--- config.mk ---
export PLATFORM = sky130hd
export DESIGN_NAME = irq_router
export DESIGN_NICKNAME = d
export VERILOG_FILES = /design/src/rtl/irq_router_pkg.sv /design/src/rtl/irq_mask_bank.sv /design/src/rtl/irq_csr_if.sv /design/src/rtl/irq_router.sv
export SDC_FILE = /design/constraint.sdc
export NUM_CORES = 1
export LEC_CHECK = 0
export ABC_AREA = 0
export BUFFER_PORTS_ARGS = -buffer_cell sky130_fd_sc_hd__buf_2
export CORE_UTILIZATION = 45
export CTS_CLUSTER_DIAMETER = 120
export DETAILED_ROUTE_END_ITERATION = 10
export PLACE_DENSITY_LB_ADDON = 0.1
export SYNTH_ARGS = -nofsm -noshare
export SYNTH_HDL_FRONTEND = slang
export SYNTH_SLANG_ARGS = --single-unit
--- constraint.sdc ---
create_clock -name clk -period 2.63 [get_ports clk]
set_input_delay 0.263 -clock clk [delete_from_list [all_inputs] [get_ports clk]]
set_output_delay 0.263 -clock clk [all_outputs]
set_load 0.02 [all_outputs]
--- src/rtl/irq_router_pkg.sv ---
package irq_router_pkg;

  typedef enum logic [1:0] {
    RK_NONE = 2'd0,
    RK_MASK = 2'd1,
    RK_MREQ = 2'd2,
    RK_RAW  = 2'd3
  } reg_kind_e;

  localparam int unsigned RAW_OFFSET  = 'h300;
  localparam int unsigned MREQ_STRIDE = 'h80;

  // CPU pairs share a 0x400-spaced bank; the odd CPU sits 0x40 above.
  function automatic int unsigned mask_offset(input int unsigned cpu);
    return 'h200 + (cpu / 2) * 'h400 + (cpu % 2) * 'h40;
  endfunction

endpackage

--- src/rtl/irq_mask_bank.sv ---
module irq_mask_bank #(
  parameter int NUM_CPU   = 4,
  parameter int NUM_LINES = 64
) (
  input  logic                                clk,
  input  logic                                rst,
  input  logic [NUM_CPU-1:0]                  mask_we,
  input  logic [NUM_LINES-1:0]                wr_data,
  input  logic [NUM_LINES-1:0]                raw_q,
  output logic [NUM_CPU-1:0][NUM_LINES-1:0]   mask_q,
  output logic [NUM_CPU-1:0]                  irq_q
);

  for (genvar g = 0; g < NUM_CPU; g++) begin : g_cpu
    always_ff @(posedge clk) begin
      if (rst) begin
        mask_q[g] <= '0;
        irq_q[g]  <= 1'b0;
      end else begin
        if (mask_we[g]) mask_q[g] <= wr_data;
        irq_q[g] <= |(mask_q[g] & raw_q);
      end
    end

    // a mask only moves when its own strobe fired
    a_r9_mask_isolated: assert property (@(posedge clk) disable iff (rst)
      !mask_we[g] |=> $stable(mask_q[g]));

    // output reflects previous-cycle mask and raw state
    a_r4_irq_level: assert property (@(posedge clk) disable iff (rst)
      irq_q[g] == (|($past(mask_q[g]) & $past(raw_q))));
  end

endmodule

--- src/rtl/irq_csr_if.sv ---
module irq_csr_if
  import irq_router_pkg::*;
#(
  parameter int NUM_CPU   = 4,
  parameter int NUM_LINES = 64,
  parameter int ADDR_W    = 12
) (
  input  logic                               clk,
  input  logic                               rst,
  input  logic                               req,
  input  logic                               we,
  input  logic                               hi,
  input  logic [ADDR_W-1:0]                  addr,
  input  logic [NUM_LINES/2-1:0]             wdata,
  input  logic [NUM_CPU-1:0][NUM_LINES-1:0]  mask_q,
  input  logic [NUM_CPU-1:0][NUM_LINES-1:0]  mreq,
  input  logic [NUM_LINES-1:0]               raw_q,
  output logic [NUM_CPU-1:0]                 mask_we,
  output logic [NUM_LINES-1:0]               wr_data,
  output logic [NUM_LINES/2-1:0]             rdata,
  output logic                               rvalid,
  output logic                               err
);

  localparam int HALF_W = NUM_LINES / 2;
  localparam int CIDX_W = (NUM_CPU > 1) ? $clog2(NUM_CPU) : 1;

  reg_kind_e         kind;
  logic [CIDX_W-1:0] idx;
  logic [NUM_LINES-1:0] sel_val;
  logic [HALF_W-1:0] half_latch;

  always_comb begin
    kind = RK_NONE;
    idx  = '0;
    for (int i = 0; i < NUM_CPU; i++) begin
      if (addr == ADDR_W'(mask_offset(i))) begin
        kind = RK_MASK;
        idx  = CIDX_W'(i);
      end
      if (addr == ADDR_W'(mask_offset(i) + MREQ_STRIDE)) begin
        kind = RK_MREQ;
        idx  = CIDX_W'(i);
      end
    end
    if (addr == ADDR_W'(RAW_OFFSET)) kind = RK_RAW;
  end

  always_comb begin
    case (kind)
      RK_MASK: sel_val = mask_q[idx];
      RK_MREQ: sel_val = mreq[idx];
      RK_RAW:  sel_val = raw_q;
      default: sel_val = '0;
    endcase
  end

  assign wr_data = {wdata, half_latch};

  for (genvar g = 0; g < NUM_CPU; g++) begin : g_we
    assign mask_we[g] = req & we & hi & (kind == RK_MASK) & (idx == CIDX_W'(g));
  end

  always_ff @(posedge clk) begin
    if (rst) begin
      half_latch <= '0;
      rdata      <= '0;
      rvalid     <= 1'b0;
      err        <= 1'b0;
    end else begin
      rvalid <= req & ~we;
      err    <= req & (kind == RK_NONE);
      if (req && kind != RK_NONE && !hi)
        half_latch <= we ? wdata : sel_val[NUM_LINES-1:HALF_W];
      if (req && !we)
        rdata <= (kind == RK_NONE) ? '0 : (hi ? half_latch : sel_val[HALF_W-1:0]);
      else
        rdata <= '0;
    end
  end

  // an error cycle never carries data
  a_r10_err_zero: assert property (@(posedge clk) disable iff (rst)
    err |-> (rdata == '0));

  // error only follows a request
  a_r10_err_after_req: assert property (@(posedge clk) disable iff (rst)
    err |-> $past(req));

  // read data valid only after a read request
  a_r7_rvalid_src: assert property (@(posedge clk) disable iff (rst)
    rvalid |-> $past(req && !we));

  // at most one mask written per access
  a_r9_one_strobe: assert property (@(posedge clk) disable iff (rst)
    $onehot0(mask_we));

endmodule

--- src/rtl/irq_router.sv ---
module irq_router
  import irq_router_pkg::*;
#(
  parameter int NUM_CPU    = 4,
  parameter int NUM_LINES  = 64,
  parameter int ADDR_W     = 12,
  parameter int LEGACY_BIT = 55
) (
  input  logic                   clk,
  input  logic                   rst,
  input  logic [NUM_LINES-1:0]   irq_lines,
  input  logic                   legacy_irq,
  input  logic                   csr_req,
  input  logic                   csr_we,
  input  logic                   csr_hi,
  input  logic [ADDR_W-1:0]      csr_addr,
  input  logic [NUM_LINES/2-1:0] csr_wdata,
  output logic [NUM_LINES/2-1:0] csr_rdata,
  output logic                   csr_rvalid,
  output logic                   csr_err,
  output logic [NUM_CPU-1:0]     cpu_irq
);

  logic [NUM_LINES-1:0]              raw_d, raw_q;
  logic [NUM_CPU-1:0][NUM_LINES-1:0] mask_q, mreq;
  logic [NUM_CPU-1:0]                mask_we;
  logic [NUM_LINES-1:0]              wr_data;

  always_comb begin
    raw_d             = irq_lines;
    raw_d[LEGACY_BIT] = legacy_irq;
  end

  always_ff @(posedge clk) begin
    if (rst) raw_q <= '0;
    else     raw_q <= raw_d;
  end

  for (genvar g = 0; g < NUM_CPU; g++) begin : g_mreq
    assign mreq[g] = mask_q[g] & raw_q;
  end

  irq_mask_bank #(.NUM_CPU(NUM_CPU), .NUM_LINES(NUM_LINES)) u_bank (
    .clk(clk), .rst(rst), .mask_we(mask_we), .wr_data(wr_data),
    .raw_q(raw_q), .mask_q(mask_q), .irq_q(cpu_irq)
  );

  irq_csr_if #(.NUM_CPU(NUM_CPU), .NUM_LINES(NUM_LINES), .ADDR_W(ADDR_W)) u_csr (
    .clk(clk), .rst(rst), .req(csr_req), .we(csr_we), .hi(csr_hi),
    .addr(csr_addr), .wdata(csr_wdata), .mask_q(mask_q), .mreq(mreq),
    .raw_q(raw_q), .mask_we(mask_we), .wr_data(wr_data),
    .rdata(csr_rdata), .rvalid(csr_rvalid), .err(csr_err)
  );

  // legacy source owns its raw bit
  a_r3_legacy_bit: assert property (@(posedge clk) disable iff (rst)
    raw_q[LEGACY_BIT] == $past(legacy_irq));

  // other raw bits follow their lines
  for (genvar g = 0; g < NUM_LINES; g++) begin : g_rawchk
    if (g != LEGACY_BIT) begin : g_line
      a_r2_raw_follows: assert property (@(posedge clk) disable iff (rst)
        raw_q[g] == $past(irq_lines[g]));
    end
  end

endmodule

* Word-level counts from Yosys, hierarchy flattened *
Index checks and enable logic that the tools add are counted.

cells by class
  multiplexer cells = 22
  reductions and logical operators = 13
  equality and inequality tests = 15
  $lt $le $gt $ge = 1
  bitwise gates (word level) = 15

operator list
  kind                                                count
  bitwise AND 64 bit                                  4
  binary-select mux 64 bit (select 2 bit)             2
  OR reduction 64 bit                                 4
  one-hot mux 64 bit (3 select lines)                 1
  2-to-1 mux 64 bit                                   2
  2-to-1 mux 32 bit                                   2
  == test 12 x 10 -> 1 bit, second input constant     5
  == test 12 x 11 -> 1 bit, second input constant     4
  2-to-1 mux 2 bit                                    12
  bitwise AND 1 bit                                   9
  == test 2 bit, second input constant                4
  == test 2 x 1 -> 1 bit, second input constant       2
  logical NOT 2 bit                                   2
  logical AND 1 bit                                   3
  < comparator 2 x 3 -> 1 bit, second input constant  1
  2-to-1 mux 1 bit                                    3
  OR reduction 3 bit                                  1
  logical NOT 1 bit                                   2
  NOT 1 bit                                           2
  nonzero test 2 bit                                  1

storage, ports and cells
  register bits after elaboration = 390

* Logic depth before layout (Yosys ltp) *
Gate-level depths: netlist (run 1).

  word-level depth = 13
  depth in mapped cells = 9

* Modules after synthesis *
A second synthesis (run 1) with hierarchy kept.

unflattened totals
  cells, all modules = 2,475
  area, all modules = 21,403.0 um^2

by module, submodules not included
  module         instances  area each (um^2)  cells each
  irq_mask_bank  1          10,291.1          993
  irq_csr_if     1          7,592.3           1,091
  irq_router     1          3,519.6           391

* Least setup slack after synthesis (run 1) *
OpenSTA, ideal clock, no wires.

  kind = input port to flip-flop
  start = input port csr_addr[5]
  end = register u_bank.mask_q[149] in the netlist's numbering
  path slack = 0.566 ns
  stages = 8
  setup time = 0.070 ns
  path buffers = 3
  arrival = 1.994 ns
  data required time = 2.560 ns
  cell sequence = or4_1 buf_2 nor4_4 and2_1 buf_4 buf_6 nand2_1 a21oi_1

on the way
  longest elaborated chain between the ends = 13
  elaborated cells on any way between the ends = 28
  those cells by class = eq/ne: 11; mux: 15; bitwise: 2

ends and longest elaborated chain
  element                          line                 source
  from (decl)                      irq_router.sv:16     input logic [ADDR_W-1:0] csr_addr,
  == test 12 x 10 -> 1 bit         irq_csr_if.sv:37     if (addr == ADDR_W'(mask_offset(i))) begin
  2-to-1 mux 1 bit                 irq_csr_if.sv:37
  2-to-1 mux 2 bit                 irq_csr_if.sv:41     if (addr == ADDR_W'(mask_offset(i) + MREQ_STRIDE)) begin
  2-to-1 mux 2 bit                 irq_csr_if.sv:37
  2-to-1 mux 2 bit                 irq_csr_if.sv:41
  2-to-1 mux 2 bit                 irq_csr_if.sv:37
  2-to-1 mux 2 bit                 irq_csr_if.sv:41
  2-to-1 mux 2 bit                 irq_csr_if.sv:37
  2-to-1 mux 2 bit                 irq_csr_if.sv:41
  2-to-1 mux 2 bit                 irq_csr_if.sv:46     if (addr == ADDR_W'(RAW_OFFSET)) kind = RK_RAW;
  == test 2 x 1 -> 1 bit           irq_csr_if.sv:61     assign mask_we[g] = req & we & hi & (kind == RK_MASK) & (idx == CIDX_W'(g));
  bitwise AND 1 bit                irq_csr_if.sv:61
  bitwise AND 1 bit *              irq_csr_if.sv:61
  to (signal, indexed assignment)  irq_mask_bank.sv:20  if (mask_we[g]) mask_q[g] <= wr_data;
  to (decl)                        irq_mask_bank.sv:10  output logic [NUM_CPU-1:0][NUM_LINES-1:0] mask_q,

Every way passes the cells marked *; elsewhere a longest branch is shown, timed or not.
A chain may end at the register's enable or synchronous reset.

* Worst setup path after layout (run 1) *
  start = register raw_q[53]
  end = register u_bank.irq_q[1]

on the way
  longest elaborated chain between the ends = 2

ends and longest elaborated chain
  element                          line                 source
  from (decl)                      irq_router.sv:24     logic [NUM_LINES-1:0] raw_d, raw_q;
  from (signal assigned)           irq_router.sv:36     else raw_q <= raw_d;
  bitwise AND 64 bit               irq_mask_bank.sv:21  irq_q[g] <= |(mask_q[g] & raw_q);
  OR reduction 64 bit              irq_mask_bank.sv:21
  to (signal, indexed assignment)  irq_mask_bank.sv:21
  to (decl)                        irq_mask_bank.sv:11  output logic [NUM_CPU-1:0] irq_q

No other way between the ends.

==> metrics, run 1 <==
outcome completed; Post-synth top cells 582 x nand2_1, 390 x dfxtp_1, 271 x a21oi_1; Mapped Nets 2270; pins over their slew limit 0; routed vias 18.55k; Yosys top cell by area dfxtp_1; largest net degree at the start of global routing 213; GRT overflow 0; Slew HR 0.1153; Post-synth EDFFs 0; IO Port Bufs 150; peak supply drop 0.0004680 V; initial antenna violation count 6; Critical Path AT 2810 ps; Clock Tree Buf Depth 3; Routed WL per cell 28.21 um; H-tree Lvls 2; startpoint types flip-flop; setup tns final 0 ps; GRT Total Usage 0.4069; die area 39910 um2; Post-Syn Instances 2156; area grow syn2layout 21.59%; post-CTS sizing 0; post-route ant nets 0; first-pass GRT wire length 116.3 mm; Seq cells post-synth 390; clock slew at reported path FFs 60 ps; RSZ-0062 raised after global routing false; Initial Utilization 0.4555; clock root buffer master clkbuf_16; count leader, synth nand2_1; Remaining DRCs 0; CP required 3000 ps; number of nets in the layout 2466; WL final 81.84 mm; max-cap violations 0; Final period util 0.9303; distinct cell type count after synthesis 46; post-layout min period 2447 ps; reg2reg start raw_q[53]; height of the die 199.8 um; TritonCTS clock tree built; top cells by area, synth dfxtp_1 44%, nand2_1 12%, a21oi_1 7.7%; crit-path max FO 4; average vias per placed instance 6.393; crit path kind flip-flop to flip-flop; n_diodes 0; hold path startpoint csr_wdata[30]; row cnt 72; core footprint 38650 um2; # hold bufs at CTS 93; Seq/Total Area, Yosys 0.4436; fmax 408.7 MHz; Max Clock Skew 22.01 ps; HPWL Detailed 54.89 mm; Synth top area share 0.4436; Sink Count 390; PD cells 602.7 nW/um2; Initial DRC Count 2670; Hold Crit Class input pin to flip-flop; share of layout cells above drive strength 1 0.1569; Crit. End Element flip-flop; final hold violations 0; async set-or-reset flop fraction in the synthesized netlist 0; Final setup viols 0; Post-CTS Setup Repair Bufs 0; I/O Pins 152; worst slew pin tran 1327 ps; fin util 0.5538; latest clock arrival within the worst-skew pair 590 ps; Leakage Power 0.007438 uW; placer congestion estimate 1.043; Ys Warns 0; CTS Buf Count 43; die span in x 199.8 um; crit path from raw_q[53]; vias in the first global route 16.67k; top_reg_cell synth dfxtp_1; filler instances 3595; DR pass1 iterations 8; Syn Area/Cell 8.164 um2; Synth Cell Area 17600 um2
-- where the power goes --
| part | internal, uW | switching [uW] |
|---|---|---|
| logic | 272 | 390 |
| clock network | 3540 | 2570 |
| registers | 5960 | 168 |
-- cells in the final DEF, fill, tap and decap left out, types with 3 or more instances in the layout --
cell type,synthesis,layout
nand2_1,582,580
dfxtp_1,390,390
a21oi_1,271,271
buf_2,24,149
dlygate4sd3_1,0,93
a22oi_1,78,78
nor2b_1,67,67
o22ai_1,61,61
buf_4,8,60
mux2_2,55,55
a221oi_1,53,53
and2_1,51,49
a22o_1,48,48
o21ai_0,45,45
clkbuf_16,0,45
nor2_1,44,44
o2bb2ai_1,40,40
a31oi_1,33,33
a221o_1,32,32
nand4_1,28,28
mux2i_1,28,28
nor3_1,20,19
buf_12,0,15
clkinv_2,0,12
nand3_1,13,10
nand2b_1,9,9
clkbuf_8,0,8
o311ai_0,5,5
clkbuf_1,122,5
nor4_1,3,3
nand3_2,0,3
nor4_4,3,3
clkinvlp_4,0,3
-- state kept, by name, indices dropped and copies added, names as in the netlist --
register	flops
u_bank.mask_q	256
raw_q	64
u_csr.half_latch	32
u_csr.rdata	32
u_bank.irq_q	4
u_csr.err	1
u_csr.rvalid	1
-- worst max-delay path: stages (launching register included) --
cell      delay, ps
dfxtp_1         480
a22o_1          370
a221oi_1        590
nand4_1         310
nor3_1          290
a21oi_1         190
-- layout make-up --
type | instances | area, um2 | area share
clock buffer | 58 | 1255 | 0.05863
clock inverter | 18 | 151.4 | 0.007074
inverter | 4 | 15.01 | 0.0007015
sequential | 390 | 7807 | 0.3648
tap | 518 | 648.1 | 0.03028
multi-input combinational | 1595 | 9084 | 0.4244
timing repair buffer | 318 | 2442 | 0.1141
-- per-stage QoR --
stage | power (uW) | worst slack [ps] | area [um2] | std cells | hold WS, ps
global placement | 6775 | 148.9 | 19070 | 2732 | 450.3
floorplan | 6421 | 565.5 | 17600 | 2156 | 391.2
finish | 12900 | 183.3 | 21400 | 2901 | 24.44
CTS | 12890 | 376.7 | 21400 | 2901 | 4.820
detailed placement | 6779 | 141.9 | 19070 | 2732 | 457.9
global route | 13170 | 262.3 | 21400 | 2901 | 23.60
-- final timing paths --
kind                            slack (ps)                end  depth (start not counted)
worst max-delay path                   180    u_bank.irq_q[1]                          5
worst min-delay path                    20  u_bank.mask_q[62]                          3
worst max register to register         180    u_bank.irq_q[1]                          5
worst min register to register         470  u_bank.mask_q[82]                          2
-- logic make-up after synthesis --
| family | synth area share |
|---|---|
| simple gates | 0.2123 |
| flops | 0.4436 |
| mux | 0.05111 |
| compound gates | 0.2506 |
| buf+inv | 0.04244 |
-- routing by layer --
| layer | wire [um] | part of all wire | track usage | up-vias |
|---|---|---|---|---|
| met2 | 34170 | 0.42 | 0.5914 | 1318 |
| met4 | 5244 | 0.064 | 0.2372 | 4 |
| met1 | 31930 | 0.39 | 0.5404 | 8859 |
| met3 | 10470 | 0.13 | 0.1099 | 271 |
| met5 | 28 | 0.00034 | 0 | - |
| li1 | - | - | - | 8095 |
Power figures use the tool's default switching activity.
==> inputs of run 2 (changes only) <==
- PLACE_DENSITY: unset -> 0.7
- PLACE_DENSITY_LB_ADDON: 0.1 -> unset
==> run 2 against run 1 <==
Compared with the run above: critical path depth is the same; combinational power grew 3.8%; largest power group is now clock; via count grew 1.2%.
==> metrics, run 2 (same netlist as run 1, synthesis figures left out) <==
outcome completed; reg2reg start raw_q[19]; Hold Path Sink u_bank.mask_q[32]; register-to-register path setup slack 330 ps (+150 ps); Slew HR 0.3598 (+0.2446); Worst Reg-to-Reg Cells 5 (unchanged); pins over their slew limit 0 (unchanged); WL final 86.55 mm (+5.7%); row cnt 72 (unchanged); IO Port Bufs 150 (unchanged); global-route met3 utilization 0.1186 (+0.008737); startpoint types flip-flop; RSZ-0062 raised after global routing false; filler instances 3552 (-1.2%); HPWL Detailed 57.52 mm (+4.8%); die span in x 199.8 um (unchanged); Post-DP Area 19190 um2 (+0.63%); Finished Cell Area 21540 um2 (+0.66%); share of layout cells above drive strength 1 0.1556 (-0.001324); Critical Path AT 2740 ps (-70 ps); Sink Count 390 (unchanged); peak supply drop 0.0004718 V (+0.81%); CP required 3070 ps (+70 ps); biggest regs u_bank.mask_q (256), raw_q (64); crit path kind flip-flop to flip-flop; Final setup viols 0 (unchanged); GRT overflow 0 (unchanged); GRT Total Usage 0.4329 (+0.02596); first-pass GRT wire length 122.6 mm (+5.4%); Global Route met2 Usage 0.6285 (+0.03704); Largest register FFs 256 (unchanged); routed vias 18.77k (+1.2%); H-tree Lvls 2 (unchanged); fmax 434.9 MHz (+6.4%); Remaining DRCs 0 (unchanged); post-layout min period 2299 ps (-147.5 ps); Initial Utilization 0.4555 (unchanged); DR pass1 iterations 7 (-1); crit-path max FO 6 (+2); post-route ant nets 0 (unchanged); PD cells 606.3 nW/um2 (+0.59%); height of the die 199.8 um (unchanged); average vias per placed instance 6.463 (+1.1%); hold path startpoint csr_wdata[0]; Initial DRC Count 2749 (+3.0%); clock root buffer master clkbuf_16; clock slew at reported path FFs 60 ps (about the same); max-cap violations 0 (unchanged); placer congestion estimate 1.018 (-2.4%); CTS Buf Count 43 (unchanged); Clock Tree Buf Depth 3 (unchanged); TritonCTS clock tree built; setup tns final 0 ps (unchanged); GRT busiest layer met2; Leakage Power 0.007489 uW (+0.68%); vias in the first global route 17.24k (+3.4%); die area 39910 um2 (unchanged); final hold violations 0 (unchanged); fin util 0.5575 (+0.003659); Routed WL per cell 29.80 um (+5.6%); most frequent cells in the layout 580 x nand2_1, 390 x dfxtp_1, 271 x a21oi_1, 149 x buf_2, 93 x dlygate4sd3_1; I/O Pins 152 (unchanged); GRT met1 Usage 0.5744 (+0.03402); hold depth 3 (unchanged); total power 13060 uW (+1.3%); core footprint 38650 um2 (unchanged); worst slew pin tran 950.2 ps (-376.9 ps); number of nets in the layout 2467 (+0.041%); initial antenna violation count 6 (unchanged); Reg-to-Reg End u_bank.irq_q[1]; Largest Register u_bank.mask_q; Final period util 0.8742 (-0.05607); largest net degree at the start of global routing 149 (-30%); latest clock arrival within the worst-skew pair 590 ps (about the same); Post-CTS Setup Repair Bufs 0 (unchanged); commonest non-fill, non-tap cell in the layout nand2_1; Crit. End Element flip-flop; area grow syn2layout 22.40%; Hold Crit Class input pin to flip-flop; Max Clock Skew 24.95 ps (+2.940 ps)
run 2: changes by cell type in the layout (fill, tap and decap cells not counted):
cell | previous run | this run
clkbuf_16 | 45 | 43
inv_6 | 0 | 1
clkbuf_1 | 5 | 9
clkinv_2 | 12 | 10
buf_4 | 60 | 52
bufinv_16 | 2 | 5
diode_2 | 0 | 2
clkbuf_8 | 8 | 7
clkinv_4 | 1 | 0
clkinvlp_4 | 3 | 1
buf_12 | 15 | 24
run 2: per-stage QoR:
stage                     hold slack, ps  instances  setup slack, ps
after floorplan                    391.2       2156            565.5
final                              12.31       2904            330.8
after CTS                          1.518       2902            509.3
after global placement             448.5       2733            276.2
after global routing               22.33       2902            400.4
after detailed placement           456.2       2733            238.6
run 2: worst max-delay path by stage:
| stage | cells past startpoint | slack (ps) | to | from |
|---|---|---|---|---|
| floorplan | 8 | 570 | u_bank.mask_q[149] | csr_addr[5] |
| CTS | 5 | 510 | u_bank.irq_q[1] | raw_q[19] |
| global placement | 8 | 280 | u_csr.rdata[15] | csr_addr[5] |
| finish | 5 | 330 | u_bank.irq_q[1] | raw_q[19] |
| global route | 5 | 400 | u_bank.irq_q[1] | raw_q[19] |
| detailed placement | 8 | 240 | u_bank.mask_q[103] | csr_addr[5] |
run 2: layout make-up:
type,count,area (um2),area share
multi-input combinational,1595,9084,0.4216
sequential,390,7807,0.3624
timing repair buffer,319,2562,0.1189
clock buffer,59,1206,0.05598
tap,518,648.1,0.03008
clock inverter,17,216.5,0.01005
inverter,4,15.01,0.0006969
antenna,2,5.005,0.0002323
run 2: power by group:
part	internal, uW	total [uW]	switching, uW
logic	278	687	408
clock network	3690	6250	2550
registers	5960	6130	168
total	9930	13100	3130
run 2: what timing repair did:
item,in CTS,in global routing
hold buffers,93,0
endpoints found under the hold margin,164,0
resized for setup,0,0
run 2: worst max-delay path, cell delays in order, from the launching register on:
cell	delay [ps]
dfxtp_1	420
a22o_1	360
a221oi_1	490
nand4_1	310
nor3_1	460
a21oi_1	120
run 2: routing by layer:
metal	wire, um	up-vias	share of wire
met5	49	-	0.00057
met4	5963	8	0.069
met3	11710	325	0.14
li1	-	8112	-
met1	33170	8882	0.38
met2	35660	1443	0.41
